===== config.mk =====
export PLATFORM = sky130hd
export DESIGN_NAME = boost_fault_sup
export DESIGN_NICKNAME = d
export VERILOG_FILES = /design/src/rtl/bfs_pkg.sv /design/src/rtl/bfs_tick.sv /design/src/rtl/bfs_ilim_qual.sv /design/src/rtl/bfs_fault_enc.sv /design/src/rtl/bfs_stat_pulse.sv /design/src/rtl/boost_fault_sup.sv
export SDC_FILE = /design/constraint.sdc
export NUM_CORES = 1
export LEC_CHECK = 0
export BUFFER_PORTS_ARGS = -buffer_cell sky130_fd_sc_hd__buf_2
export CAP_MARGIN = 25
export CORE_ASPECT_RATIO = 0.7
export CORE_MARGIN = 4
export CORE_UTILIZATION = 53
export DETAILED_ROUTE_END_ITERATION = 8
export PLACE_DENSITY = 0.78
export SYNTH_ARGS = -nofsm -noshare
export SYNTH_HDL_FRONTEND = slang
export SYNTH_SLANG_ARGS = --single-unit

===== constraint.sdc =====
create_clock -name clk -period 2.1 [get_ports clk]
set_input_delay 0.42 -clock clk [delete_from_list [all_inputs] [get_ports clk]]
set_output_delay 0.42 -clock clk [all_outputs]
set_load 0.01 [all_outputs]

===== src/rtl/bfs_pkg.sv =====
package bfs_pkg;

   typedef enum logic [1:0] {
      ST_IDLE = 2'd0,
      ST_RUN  = 2'd1,
      ST_WAIT = 2'd2
   } bfs_state_t;

   typedef logic [2:0] fcode_t;

   // Code values are observed by software; positions are behaviour.
   localparam fcode_t FC_NONE  = 3'b000;
   localparam fcode_t FC_OVP   = 3'b001;
   localparam fcode_t FC_START = 3'b010;
   localparam fcode_t FC_UVLO  = 3'b011;
   localparam fcode_t FC_THERM = 3'b101;
   localparam fcode_t FC_TIMER = 3'b110;

   typedef struct packed {
      logic timer;
      logic therm;
      logic ovp;
      logic uvlo;
      logic start;
   } flt_vec_t;

endpackage


===== src/rtl/bfs_tick.sv =====
module bfs_tick #(
   parameter int DIV = 250
) (
   input  logic clk,
   input  logic rst_n,
   output logic tick
);

   if (DIV < 1) begin : g_bad_div
      $error("bfs_tick: DIV must be at least 1");
   end

   if (DIV == 1) begin : g_every
      logic live_q;
      always_ff @(posedge clk or negedge rst_n) begin
         if (!rst_n) live_q <= 1'b0;
         else        live_q <= 1'b1;
      end
      assign tick = live_q;
   end else begin : g_div
      localparam int CW = $clog2(DIV);
      localparam logic [CW-1:0] LAST = CW'(DIV - 1);
      logic [CW-1:0] pre_q;
      always_ff @(posedge clk or negedge rst_n) begin
         if (!rst_n)             pre_q <= '0;
         else if (pre_q == LAST) pre_q <= '0;
         else                    pre_q <= pre_q + 1'b1;
      end
      assign tick = (pre_q == LAST);
   end

endmodule


===== src/rtl/bfs_ilim_qual.sv =====
module bfs_ilim_qual #(
   parameter int LIMIT = 50
) (
   input  logic clk,
   input  logic rst_n,
   input  logic tick,
   input  logic arm,
   output logic qual
);

   if (LIMIT < 1) begin : g_bad_limit
      $error("bfs_ilim_qual: LIMIT must be at least 1");
   end

   localparam int CW = $clog2(LIMIT + 1);
   localparam logic [CW-1:0] TOP = CW'(LIMIT);

   logic [CW-1:0] run_q;

   always_ff @(posedge clk or negedge rst_n) begin
      if (!rst_n)                   run_q <= '0;
      else if (!arm)                run_q <= '0;
      else if (tick && run_q != TOP) run_q <= run_q + 1'b1;
   end

   // Sustained for more than LIMIT ticks: the next tick past a full count.
   assign qual = arm && tick && (run_q == TOP);


   ilim_sustained_chk: assert property (@(posedge clk) disable iff (!rst_n)
      qual |-> $past(arm));

endmodule


===== src/rtl/bfs_fault_enc.sv =====
module bfs_fault_enc
   import bfs_pkg::*;
(
   input  flt_vec_t flt,
   input  logic     ilim_q,
   output fcode_t   code,
   output logic     any
);

   always_comb begin
      if (flt.timer)                  code = FC_TIMER;
      else if (flt.therm)             code = FC_THERM;
      else if (flt.ovp)               code = FC_OVP;
      else if (flt.uvlo)              code = FC_UVLO;
      else if (flt.start || ilim_q)   code = FC_START;
      else                            code = FC_NONE;
   end

   assign any = (code != FC_NONE);


   timer_wins_chk: assert final (!flt.timer || code == FC_TIMER);

endmodule


===== src/rtl/bfs_stat_pulse.sv =====
module bfs_stat_pulse #(
   parameter int WIDTH = 128
) (
   input  logic clk,
   input  logic rst_n,
   input  logic tick,
   input  logic trig,
   output logic pulse
);

   if (WIDTH < 1) begin : g_bad_width
      $error("bfs_stat_pulse: WIDTH must be at least 1");
   end

   localparam int CW = $clog2(WIDTH + 1);

   logic [CW-1:0] left_q;

   always_ff @(posedge clk or negedge rst_n) begin
      if (!rst_n)                    left_q <= '0;
      else if (trig)                 left_q <= CW'(WIDTH);
      else if (tick && left_q != '0) left_q <= left_q - 1'b1;
   end

   assign pulse = (left_q != '0);


   stat_cause_chk: assert property (@(posedge clk) disable iff (!rst_n)
      $rose(pulse) |-> $past(trig));

endmodule


===== src/rtl/boost_fault_sup.sv =====
module boost_fault_sup
   import bfs_pkg::*;
#(
   parameter int CLK_PER_US   = 250,
   parameter int ILIM_TICKS   = 50,
   parameter int STAT_TICKS   = 128,
   parameter int FIRST_TICKS  = 5200,
   parameter int REPEAT_TICKS = 5000
) (
   input  logic       clk,
   input  logic       rst_n,
   input  logic       wr_mode,
   input  logic       wr_mode_val,
   input  logic       wr_fault_clr,
   input  logic       hw_otg_en,
   input  logic       otg_pin_active,
   input  logic       flt_ovp,
   input  logic       flt_start,
   input  logic       flt_ilim,
   input  logic       flt_uvlo,
   input  logic       flt_therm,
   input  logic       flt_timer,
   input  logic       in_regulate,
   input  logic       fb_over_ref,
   input  logic       sw_req_in,
   output logic       mode_bit,
   output logic       boost_en,
   output logic       hiz,
   output logic       stat_pulse,
   output logic [2:0] fault_code,
   output logic       sw_req_out
);

   if (FIRST_TICKS < 2 || REPEAT_TICKS < 1) begin : g_bad_retry
      $error("boost_fault_sup: retry delays too short");
   end

   localparam int RMAX = (FIRST_TICKS > REPEAT_TICKS) ? FIRST_TICKS : REPEAT_TICKS;
   localparam int RW   = $clog2(RMAX);

   bfs_state_t    st_q;
   logic          mode_q;
   fcode_t        code_q;
   logic [RW-1:0] rcnt_q;
   logic          retried_q;
   logic          locked_q;

   logic          tick;
   logic          ilim_arm;
   logic          ilim_q;
   flt_vec_t      flt;
   fcode_t        enc_code;
   logic          enc_any;
   logic          wr_any;
   logic          trig;
   logic          permit;
   logic [RW-1:0] rlast;

   bfs_tick #(.DIV(CLK_PER_US)) u_tick (
      .clk   (clk),
      .rst_n (rst_n),
      .tick  (tick)
   );

   assign ilim_arm = (st_q == ST_RUN) && in_regulate && flt_ilim;

   bfs_ilim_qual #(.LIMIT(ILIM_TICKS)) u_ilim (
      .clk   (clk),
      .rst_n (rst_n),
      .tick  (tick),
      .arm   (ilim_arm),
      .qual  (ilim_q)
   );

   assign flt = '{timer: flt_timer, therm: flt_therm, ovp: flt_ovp,
                  uvlo: flt_uvlo, start: flt_start};

   bfs_fault_enc u_enc (
      .flt    (flt),
      .ilim_q (ilim_q),
      .code   (enc_code),
      .any    (enc_any)
   );

   assign wr_any = wr_mode || wr_fault_clr;
   assign trig   = (st_q == ST_RUN) && enc_any && !wr_any;
   assign permit = hw_otg_en && otg_pin_active && !locked_q;
   assign rlast  = retried_q ? RW'(REPEAT_TICKS - 1) : RW'(FIRST_TICKS - 1);

   bfs_stat_pulse #(.WIDTH(STAT_TICKS)) u_stat (
      .clk   (clk),
      .rst_n (rst_n),
      .tick  (tick),
      .trig  (trig),
      .pulse (stat_pulse)
   );

   always_ff @(posedge clk or negedge rst_n) begin
      if (!rst_n) begin
         st_q      <= ST_IDLE;
         mode_q    <= 1'b0;
         code_q    <= FC_NONE;
         rcnt_q    <= '0;
         retried_q <= 1'b0;
         locked_q  <= 1'b0;
      end else if (wr_mode) begin
         mode_q    <= wr_mode_val;
         rcnt_q    <= '0;
         retried_q <= 1'b0;
         locked_q  <= 1'b0;
         if (wr_mode_val) begin
            st_q <= ST_RUN;
         end else begin
            st_q   <= ST_IDLE;
            code_q <= FC_NONE;
         end
      end else if (wr_fault_clr) begin
         code_q <= FC_NONE;
         if (st_q == ST_WAIT) begin
            st_q      <= ST_IDLE;
            rcnt_q    <= '0;
            retried_q <= 1'b0;
            locked_q  <= 1'b0;
         end
      end else begin
         unique case (st_q)
            ST_RUN: begin
               if (enc_any) begin
                  st_q   <= ST_WAIT;
                  code_q <= enc_code;
                  mode_q <= 1'b0;
                  rcnt_q <= '0;
                  if (enc_code == FC_TIMER) begin
                     locked_q  <= 1'b1;
                     retried_q <= 1'b0;
                  end
               end
            end
            ST_WAIT: begin
               if (!permit) begin
                  rcnt_q <= '0;
               end else if (tick) begin
                  if (rcnt_q == rlast) begin
                     st_q      <= ST_RUN;
                     rcnt_q    <= '0;
                     retried_q <= 1'b1;
                  end else begin
                     rcnt_q <= rcnt_q + 1'b1;
                  end
               end
            end
            default: ;
         endcase
      end
   end

   assign mode_bit   = mode_q;
   assign boost_en   = (st_q == ST_RUN);
   assign hiz        = !boost_en;
   assign fault_code = code_q;
   assign sw_req_out = sw_req_in && boost_en && !fb_over_ref;


   fault_entry_chk: assert property (@(posedge clk) disable iff (!rst_n)
      ((st_q == ST_RUN) && enc_any && !wr_any)
         |=> (hiz && !mode_bit && fault_code == $past(enc_code)));


   code_legal_chk: assert property (@(posedge clk) disable iff (!rst_n)
      (fault_code != 3'b100) && (fault_code != 3'b111));


   clear_cancel_chk: assert property (@(posedge clk) disable iff (!rst_n)
      ((wr_mode && !wr_mode_val) || (wr_fault_clr && !wr_mode))
         |=> (fault_code == FC_NONE));


   no_auto_chk: assert property (@(posedge clk) disable iff (!rst_n)
      ((st_q == ST_WAIT) && !(hw_otg_en && otg_pin_active) && !wr_mode) |=> hiz);


   timer_hold_chk: assert property (@(posedge clk) disable iff (!rst_n)
      ((st_q == ST_WAIT) && (fault_code == FC_TIMER) && !wr_mode) |=> hiz);


   retry_on_tick_chk: assert property (@(posedge clk) disable iff (!rst_n)
      ($rose(boost_en) && !$past(wr_mode)) |-> $past(tick));

endmodule


==> results.toml, run 1 <==
[status]
status = "finished, final reports clean"

[placement]
dpl.hpwl_mm = 4.19
place_congestion = 0.923
place_area_um2 = 2780
dpl.cell_count = 356
place.port_buffers = 23

[route]
drt_first_pass_iters = 4
viasPerCell = 6.14
ant_nets = 0
num_vias = 2273
wl_per_cell_um = 16.7
routed_wl_mm = 6.17
route.detailed.drc = 0
drt_iter0_markers = 195

[critical_path]
regToRegStartpoint = "st_q[1]$_DFFE_PN0P_"
worstPathMaxFanout = 8
ff2ff_setup_slack_ps = 20
r2r_cells = 6
arrival_ps = 2290
cp-end-kind = "flip-flop"
slowest_stage = "or4b_1"
start_kind = "flip-flop"
path_cells = "or4b_1, nor3_4, o31a_4, nor3_2, buf_4, a21oi_1"
r2r-end = "rcnt_q[12]$_DFFE_PN0P_"
path_class = "reg2reg"
worst_path_largest_cell_delay_ps = 600
cp.required_ps = 2310

[timing]
min_period_ps = 2080
hold_viol_final = 0
grt_setup_unrepaired = "true"
maxSlewViolCount = 0
slew_headroom = 0.634
fin_crit_sh = 0.989
worst_pin_slew_ps = 548
fin_skew_ps = 12.8
fmax_mhz = 482
setup_viol = 0

[floorplan]
start_util = 0.555
die-area_um2 = 5780
rows = 20
die_y_um = 64.8
dieWidth_um = 89.1
coreArea_um2 = 4400
io_pins = 24

[finish]
multiInputGateArea_um2 = 1400
instances_no_fill = 370
drive_above_1_share = 0.263
nNetsFinal = 336
syn2layout_area_growth_pct = 22.5
final-seq-area_um2 = 1080
finish.utilization = 0.679
finish.instance_area_um2 = 2990
antenna_cells = 0
fill_cells = 350

[synth]
synthArstFlopShare = 1.00
yosysTopAreaCell = "dfrtp_1"
syn_inst = 259
synth_seq_area_share = 0.441
synth_area_um2 = 2440
syn_avg_cell_area_um2 = 9.43
yosysWarningCount = 0
synth_edf_count = 0
ys_ff_latch = 43
ys.flop_type = "dfrtp_1"
netlist.area_leader.share = 0.441
synth_cell_type_count = 50
ys_top_cells_by_area = "dfrtp_1, o31ai_1, nor2_1, xor2_1, nand2_1"
syn_nets = 281

[clocking]
root_buffer = "clkbuf_8"
cts_max_level = 2
numCtsBuffers = 5
insertion_delay_ps = 290
clockBufferDepth = 2
clk_pin_slew_worst_paths_ps = 90
cts_sinks = 43
cts_tree = "yes"

[pwr]
vdd_drop_max_mv = 0.445
cellLeakagePower_nw = 1.28
powerDensity_nw_per_um2 = 564

[global_route]
grt_overflow = 0
grt_pass1_vias = 2234
antenna_found_initial = 0
grt_pass1_wl_mm = 10.5
globalRouteTotalUtil = 0.234
grt_max_degree = 44

[min_path]
hp-class = "in2async"

[run]
max_cap_viol_count = 0
==> synthesized netlist by cell type, types with 2 or more instances <==
master     n
xnor2_1    3
nor3_1     3
nor4_1     2
xor2_1    12
o22ai_1    4
and3_1     4
inv_1      8
and4_1     2
o31ai_1   16
o21ai_0    7
o211ai_1   2
and2_1     2
o21ai_1    4
or4b_1     2
nand3_1   12
ha_1       6
clkbuf_1   2
or4bb_1    2
nand2b_1   5
or4_1      8
nand4_1   12
a211oi_1   5
dfrtp_1   43
and3b_1    2
nor2_1    29
nand2_1   21
nor3_2     2
a21oi_1   13
nor3b_1    3
or3_1      3
==> worst max-delay path: cells and delay by family (launching register included) <==
family / cells / cell delay, ps
DFF: 1 / 450
AOI/OAI and AO/OA: 2 / 400
buffers and inverters: 1 / 170
and+or+nand+nor: 3 / 970
==> cell usage in the layout, fill, tap and decap left out, drive strengths merged, types with 5 or more instances in the layout <==
cell,n
or4,8
nor3,5
xor2,12
inv,8
dfrtp,43
a21oi,13
o21ai,11
ha,6
a211oi,5
nand4,12
nand3,13
nand2,21
buf,52
clkbuf,7
o31ai,16
nor2,29
nand2b,5
==> worst max path at each step <==
| stage | startpoint | endpoint | slack (ps) | depth (start not counted) |
|---|---|---|---|---|
| after floorplan | u_tick.g_div.pre_q[1]$_DFF_PN0_ | rcnt_q[4]$_DFFE_PN0P_ | 70 | 8 |
| after global placement | wr_fault_clr | rcnt_q[4]$_DFFE_PN0P_ | 1 | 7 |
| after detailed placement | u_tick.g_div.pre_q[1]$_DFF_PN0_ | rcnt_q[12]$_DFFE_PN0P_ | -20 | 7 |
| after CTS | u_tick.g_div.pre_q[1]$_DFF_PN0_ | rcnt_q[12]$_DFFE_PN0P_ | 7 | 7 |
| after global routing | u_ilim.run_q[0]$_DFFE_PN0P_ | rcnt_q[10]$_DFFE_PN0P_ | -100 | 6 |
| final | st_q[1]$_DFFE_PN0P_ | rcnt_q[12]$_DFFE_PN0P_ | 20 | 6 |
==> report_power, final <==
group	leakage [nW]	internal (mW)	switching [mW]
Clock	0.0422	0.234	0.277
Combinational	0.665	0.126	0.162
Sequential	0.573	0.856	0.0321
Total	1.28	1.22	0.471
==> through the flow <==
step	total power, mW	setup WS (ps)	hold slack [ps]	setup TNS [ps]
2_1_floorplan	1.03	69.5	124	0
3_3_place_gp	1.17	1.21	484	0
3_5_place_dp	1.17	-16.3	489	-39.0
4_1_cts	1.68	7.08	211	0
5_1_grt	1.77	-95.2	240	-543
6_report	1.69	23.4	187	0
==> cells by family (layout without fill, tap and decap cells) <==
| family | after synthesis | after routing | share of synthesized area |
|---|---|---|---|
| XOR/XNOR | 15 | 15 | 0.0538 |
| AND/OR/NAND/NOR | 122 | 122 | 0.287 |
| flip-flops | 43 | 43 | 0.441 |
| AO/OA/AOI/OAI | 59 | 61 | 0.161 |
| adder cells (fa/ha/maj) | 6 | 6 | 0.0307 |
| buffers and inverters | 14 | 68 | 0.0266 |
==> layout make-up <==
class                   count  area share
clock buffers               7      0.0255
clock inverters             1     0.00167
multi-input cells         204       0.468
well taps                  55      0.0230
repair buffers             52       0.111
inverters                   8      0.0100
flip-flops and latches     43       0.360
==> registers in the layout, indices dropped and copies added, names as in the netlist <==
| signal | cells |
|---|---|
| fault_code | 3 |
| locked_q | 1 |
| mode_bit | 1 |
| rcnt_q | 13 |
| retried_q | 1 |
| st_q | 2 |
| u_ilim.run_q | 6 |
| u_stat.left_q | 8 |
| u_tick.g_div.pre_q | 8 |
==> layer usage <==
layer / global-route usage / part of all wire / up-vias
li1: - / - / 1087
met1: 0.346 / 0.47 / 1080
met2: 0.322 / 0.42 / 98
met3: 0.0788 / 0.097 / 8
met4: 0.0706 / 0.0091 / 0
met5: 0 / 0 / -
==> timing repair <==
item	4_1_cts	5_1_grt
hold buffers	0	0
setup buffers	0	4
cloned	2	0
setup endpoints to repair	6	15
pin swaps	1	2
resized for setup	0	20
Power figures use the tool's default switching activity.
==> run 2, diff against run 1 <==
--- a/config.mk
+++ b/config.mk
@@ -11,7 +11,8 @@
 export CORE_MARGIN = 4
 export CORE_UTILIZATION = 53
 export DETAILED_ROUTE_END_ITERATION = 8
-export PLACE_DENSITY = 0.78
+export PLACE_DENSITY = 0.77
 export SYNTH_ARGS = -nofsm -noshare
 export SYNTH_HDL_FRONTEND = slang
+export SYNTH_HIERARCHICAL = 1
 export SYNTH_SLANG_ARGS = --single-unit
==> run 2 against run 1 <==
- the run now ends with setup timing left
- combinational power rose by 7.0%
- critical path depth is 6 higher
- sequential share of layout area fell by 6.5 points
- clock power up 13%
- largest power group unchanged
- routed wire length up 19%
- hold slack lost 160 ps
- non-clock buffer count grew 34
- register-to-register slack worse by 340 ps
==> results.toml, run 2 <==
[route]
wl_met1_mm = 3.28
ant_nets = 0
wl_met3_um = 396
routed_wl_mm = 7.35
drt_first_pass_iters = 5
drt_iter0_markers = 175
wl_met2_mm = 3.58
viasPerCell = 5.93
route.detailed.drc = 0
wl_per_cell_um = 16.9
dr.max_layer_used = "met4"
num_vias = 2579

[pwr]
switching_share = 0.265
comb_power_share = 0.175
cellLeakagePower_nw = 1.60
clockPowerShare = 0.331
powerDensity_nw_per_um2 = 479
internal-power_mw = 1.29
vdd_drop_max_mv = 0.400
switchingPower_uw = 463
seqPwrFrac = 0.493

[clocking]
cts_sinks = 43
clk_pin_slew_worst_paths_ps = 80
ctsHoldBuffers = 0
insertion_delay_ps = 290
cts_tree = "yes"
cts_max_level = 2
clockBufferDepth = 2
root_buffer = "clkbuf_8"
numCtsBuffers = 5

[critical_path]
r2r_cells = 12
cp_num_buf_inv = 1
regToRegStartpoint = "u_tick/g_div.pre_q[1]$_DFF_PN0_"
worstSetupPathDepth = 12
cp-end-kind = "flip-flop"
slowest_stage = "or4b_1"
cpLargestDelayFamily = "simple AND/OR/NAND/NOR gates"
worstPathMaxFanout = 4
r2r-end = "rcnt_q[2]$_DFFE_PN0P_"
start_kind = "flip-flop"
path_cells = "inv_1, ha_2, nand3b_1, nor2_4, and3_4, nor3_4, nand2_2, nor4bb_4, or3_4, o21ai_4, or4b_1, nand2_1"
ff2ff_setup_slack_ps = -320
arrival_ps = 2650
cp-startpoint = "u_tick/g_div.pre_q[1]$_DFF_PN0_"
endpoint = "rcnt_q[2]$_DFFE_PN0P_"
worst_path_largest_cell_delay_ps = 520
cp.required_ps = 2330
path_class = "reg2reg"

[synth]
yosysTopAreaCell = "dfrtp_1"
synth_seq_area_share = 0.416
synth_top_family_by_area = "simple AND/OR/NAND/NOR gates"
netlist.area_leader.share = 0.416
yosys.area_share.xor_xnor = 0.0169
yosysMostFrequentCell = "dfrtp_1"
synth_commonest_cells = "dfrtp_1, nand2_1, nor2_1"
synth_cell_type_count = 60
syn_inst = 280
synth_mux_area_frac = 0.0256
syn_avg_cell_area_um2 = 9.24
yosysWarningCount = 6
synth_edf_count = 0
synthSimpleGateAreaFrac = 0.314
syn_nets = 302
ys_top_cells_by_area = "dfrtp_1, nand2_1, nor2_1, o21ai_0, ha_1"
ys_ff_latch = 43
synthAdderAreaFrac = 0.0290
synth_compound_area_frac = 0.168
synthArstFlopShare = 1.00
synth_area_um2 = 2590
ys.flop_type = "dfrtp_1"

[status]
status = "finished, violations left"
violations = "setup timing"

[timing]
whs_ps = 28.4
fin_skew_ps = 5.20
fin_crit_sh = 1.15
setup_viol = 19
worst_pin_slew_ps = 469
finalSetupTns_ps = -3400
maxSlewViolCount = 0
min_period_ps = 2420
fmax_mhz = 413
worst_slack_ps = -320
grt_setup_unrepaired = "true"
slew_headroom = 0.686
hold_viol_final = 0

[floorplan]
coreArea_um2 = 4530
die-area_um2 = 6080
die_y_um = 66.5
dieWidth_um = 91.5
start_util = 0.571
io_pins = 24
rows = 20

[finish]
drive_above_1_share = 0.409
antenna_cells = 0
layout_commonest_cell = "buf_4"
regMostFlops = "rcnt_q"
largest_register_ffs = 13
fill_cells = 272
mostFrequentLayoutCells = "buf_4, dfrtp_1, nand2_1"
syn2layout_area_growth_pct = 41.2
reg_top3 = "rcnt_q: 13 flops, u_stat/left_q: 8 flops, u_tick/g_div.pre_q: 8 flops"
nNetsFinal = 390

[min_path]
hp-class = "in2async"

[global_route]
antenna_found_initial = 0
grt_overflow = 0
grt_max_degree = 22
grt_pass1_vias = 2576
globalRouteTotalUtil = 0.241
grt_pass1_wl_mm = 11.9

[run]
max_cap_viol_count = 0

[placement]
dpl.hpwl_mm = 4.50
place_congestion = 0.822
place.port_buffers = 23
run 2: cell type report:
type	count	area (um^2)	share of cell area
clock buffer	8	100	0.0274
sequential	43	1080	0.295
timing repair buffer	86	678	0.186
tap	66	82.6	0.0226
inverter	13	48.8	0.0134
multi-input combinational	219	1670	0.456
run 2: kinds of logic after synthesis:
logic type,after synthesis
buffers and inverters,19
AND/OR/NAND/NOR,138
flip-flops,43
XOR/XNOR,5
adder cells (fa/ha/maj),6
AO/OA/AOI/OAI,63
multiplexers,6
run 2: worst min path at each step:
stage / from / endpoint / slack (ps)
floorplan: rst_n / fault_code[0]$_DFFE_PN0P_ / 120
global placement: rst_n / u_stat/left_q[4]$_DFFE_PN0P_ / 350
detailed placement: rst_n / u_stat/left_q[4]$_DFFE_PN0P_ / 360
CTS: rst_n / u_stat/left_q[4]$_DFFE_PN0P_ / 30
global route: rst_n / u_stat/left_q[4]$_DFFE_PN0P_ / 40
finish: rst_n / u_stat/left_q[4]$_DFFE_PN0P_ / 30
run 2: repair_timing:
action	in CTS	in global routing
pin swaps	21	14
cloned	1	1
endpoints found under the hold margin	0	0
setup buffers	18	9
resized for setup	23	48
setup endpoints to repair	18	31
run 2: metal layers:
metal,GRT usage,vias to the layer above
met5,0,-
met4,0.0620,0
met3,0.0350,8
met2,0.400,101
met1,0.333,1259
li1,-,1211
run 2: worst register-to-register path: cells and delay by family (launching register included):
family,cells,cell delay (ps)
DFF,1,380
and+or+nand+nor,9,1650
buffers and inverters,1,60
adders and majority gates,1,170
AOI/OAI and AO/OA,1,90
run 2: per-stage QoR:
| step | power (mW) | util | area (um^2) | setup WS (ps) | std cells |
|---|---|---|---|---|---|
| after global routing | 1.83 | 0.806 | 3650 | -441 | 435 |
| after global placement | 1.11 | 0.682 | 3090 | -235 | 403 |
| after detailed placement | 1.12 | 0.682 | 3090 | -319 | 403 |
| final | 1.75 | 0.806 | 3650 | -320 | 435 |
| after floorplan | 0.997 | - | 2620 | -450 | 280 |
| after CTS | 1.71 | 0.755 | 3420 | -274 | 429 |
run 2: power groups by stage:
stage | clock network, mW | logic (mW) | registers (mW)
5_1_grt | 0.633 | 0.331 | 0.866
4_1_cts | 0.590 | 0.261 | 0.859
3_3_place_gp | 0 | 0.236 | 0.874
6_report | 0.579 | 0.307 | 0.863
2_1_floorplan | 0 | 0.117 | 0.880
3_5_place_dp | 0 | 0.242 | 0.875
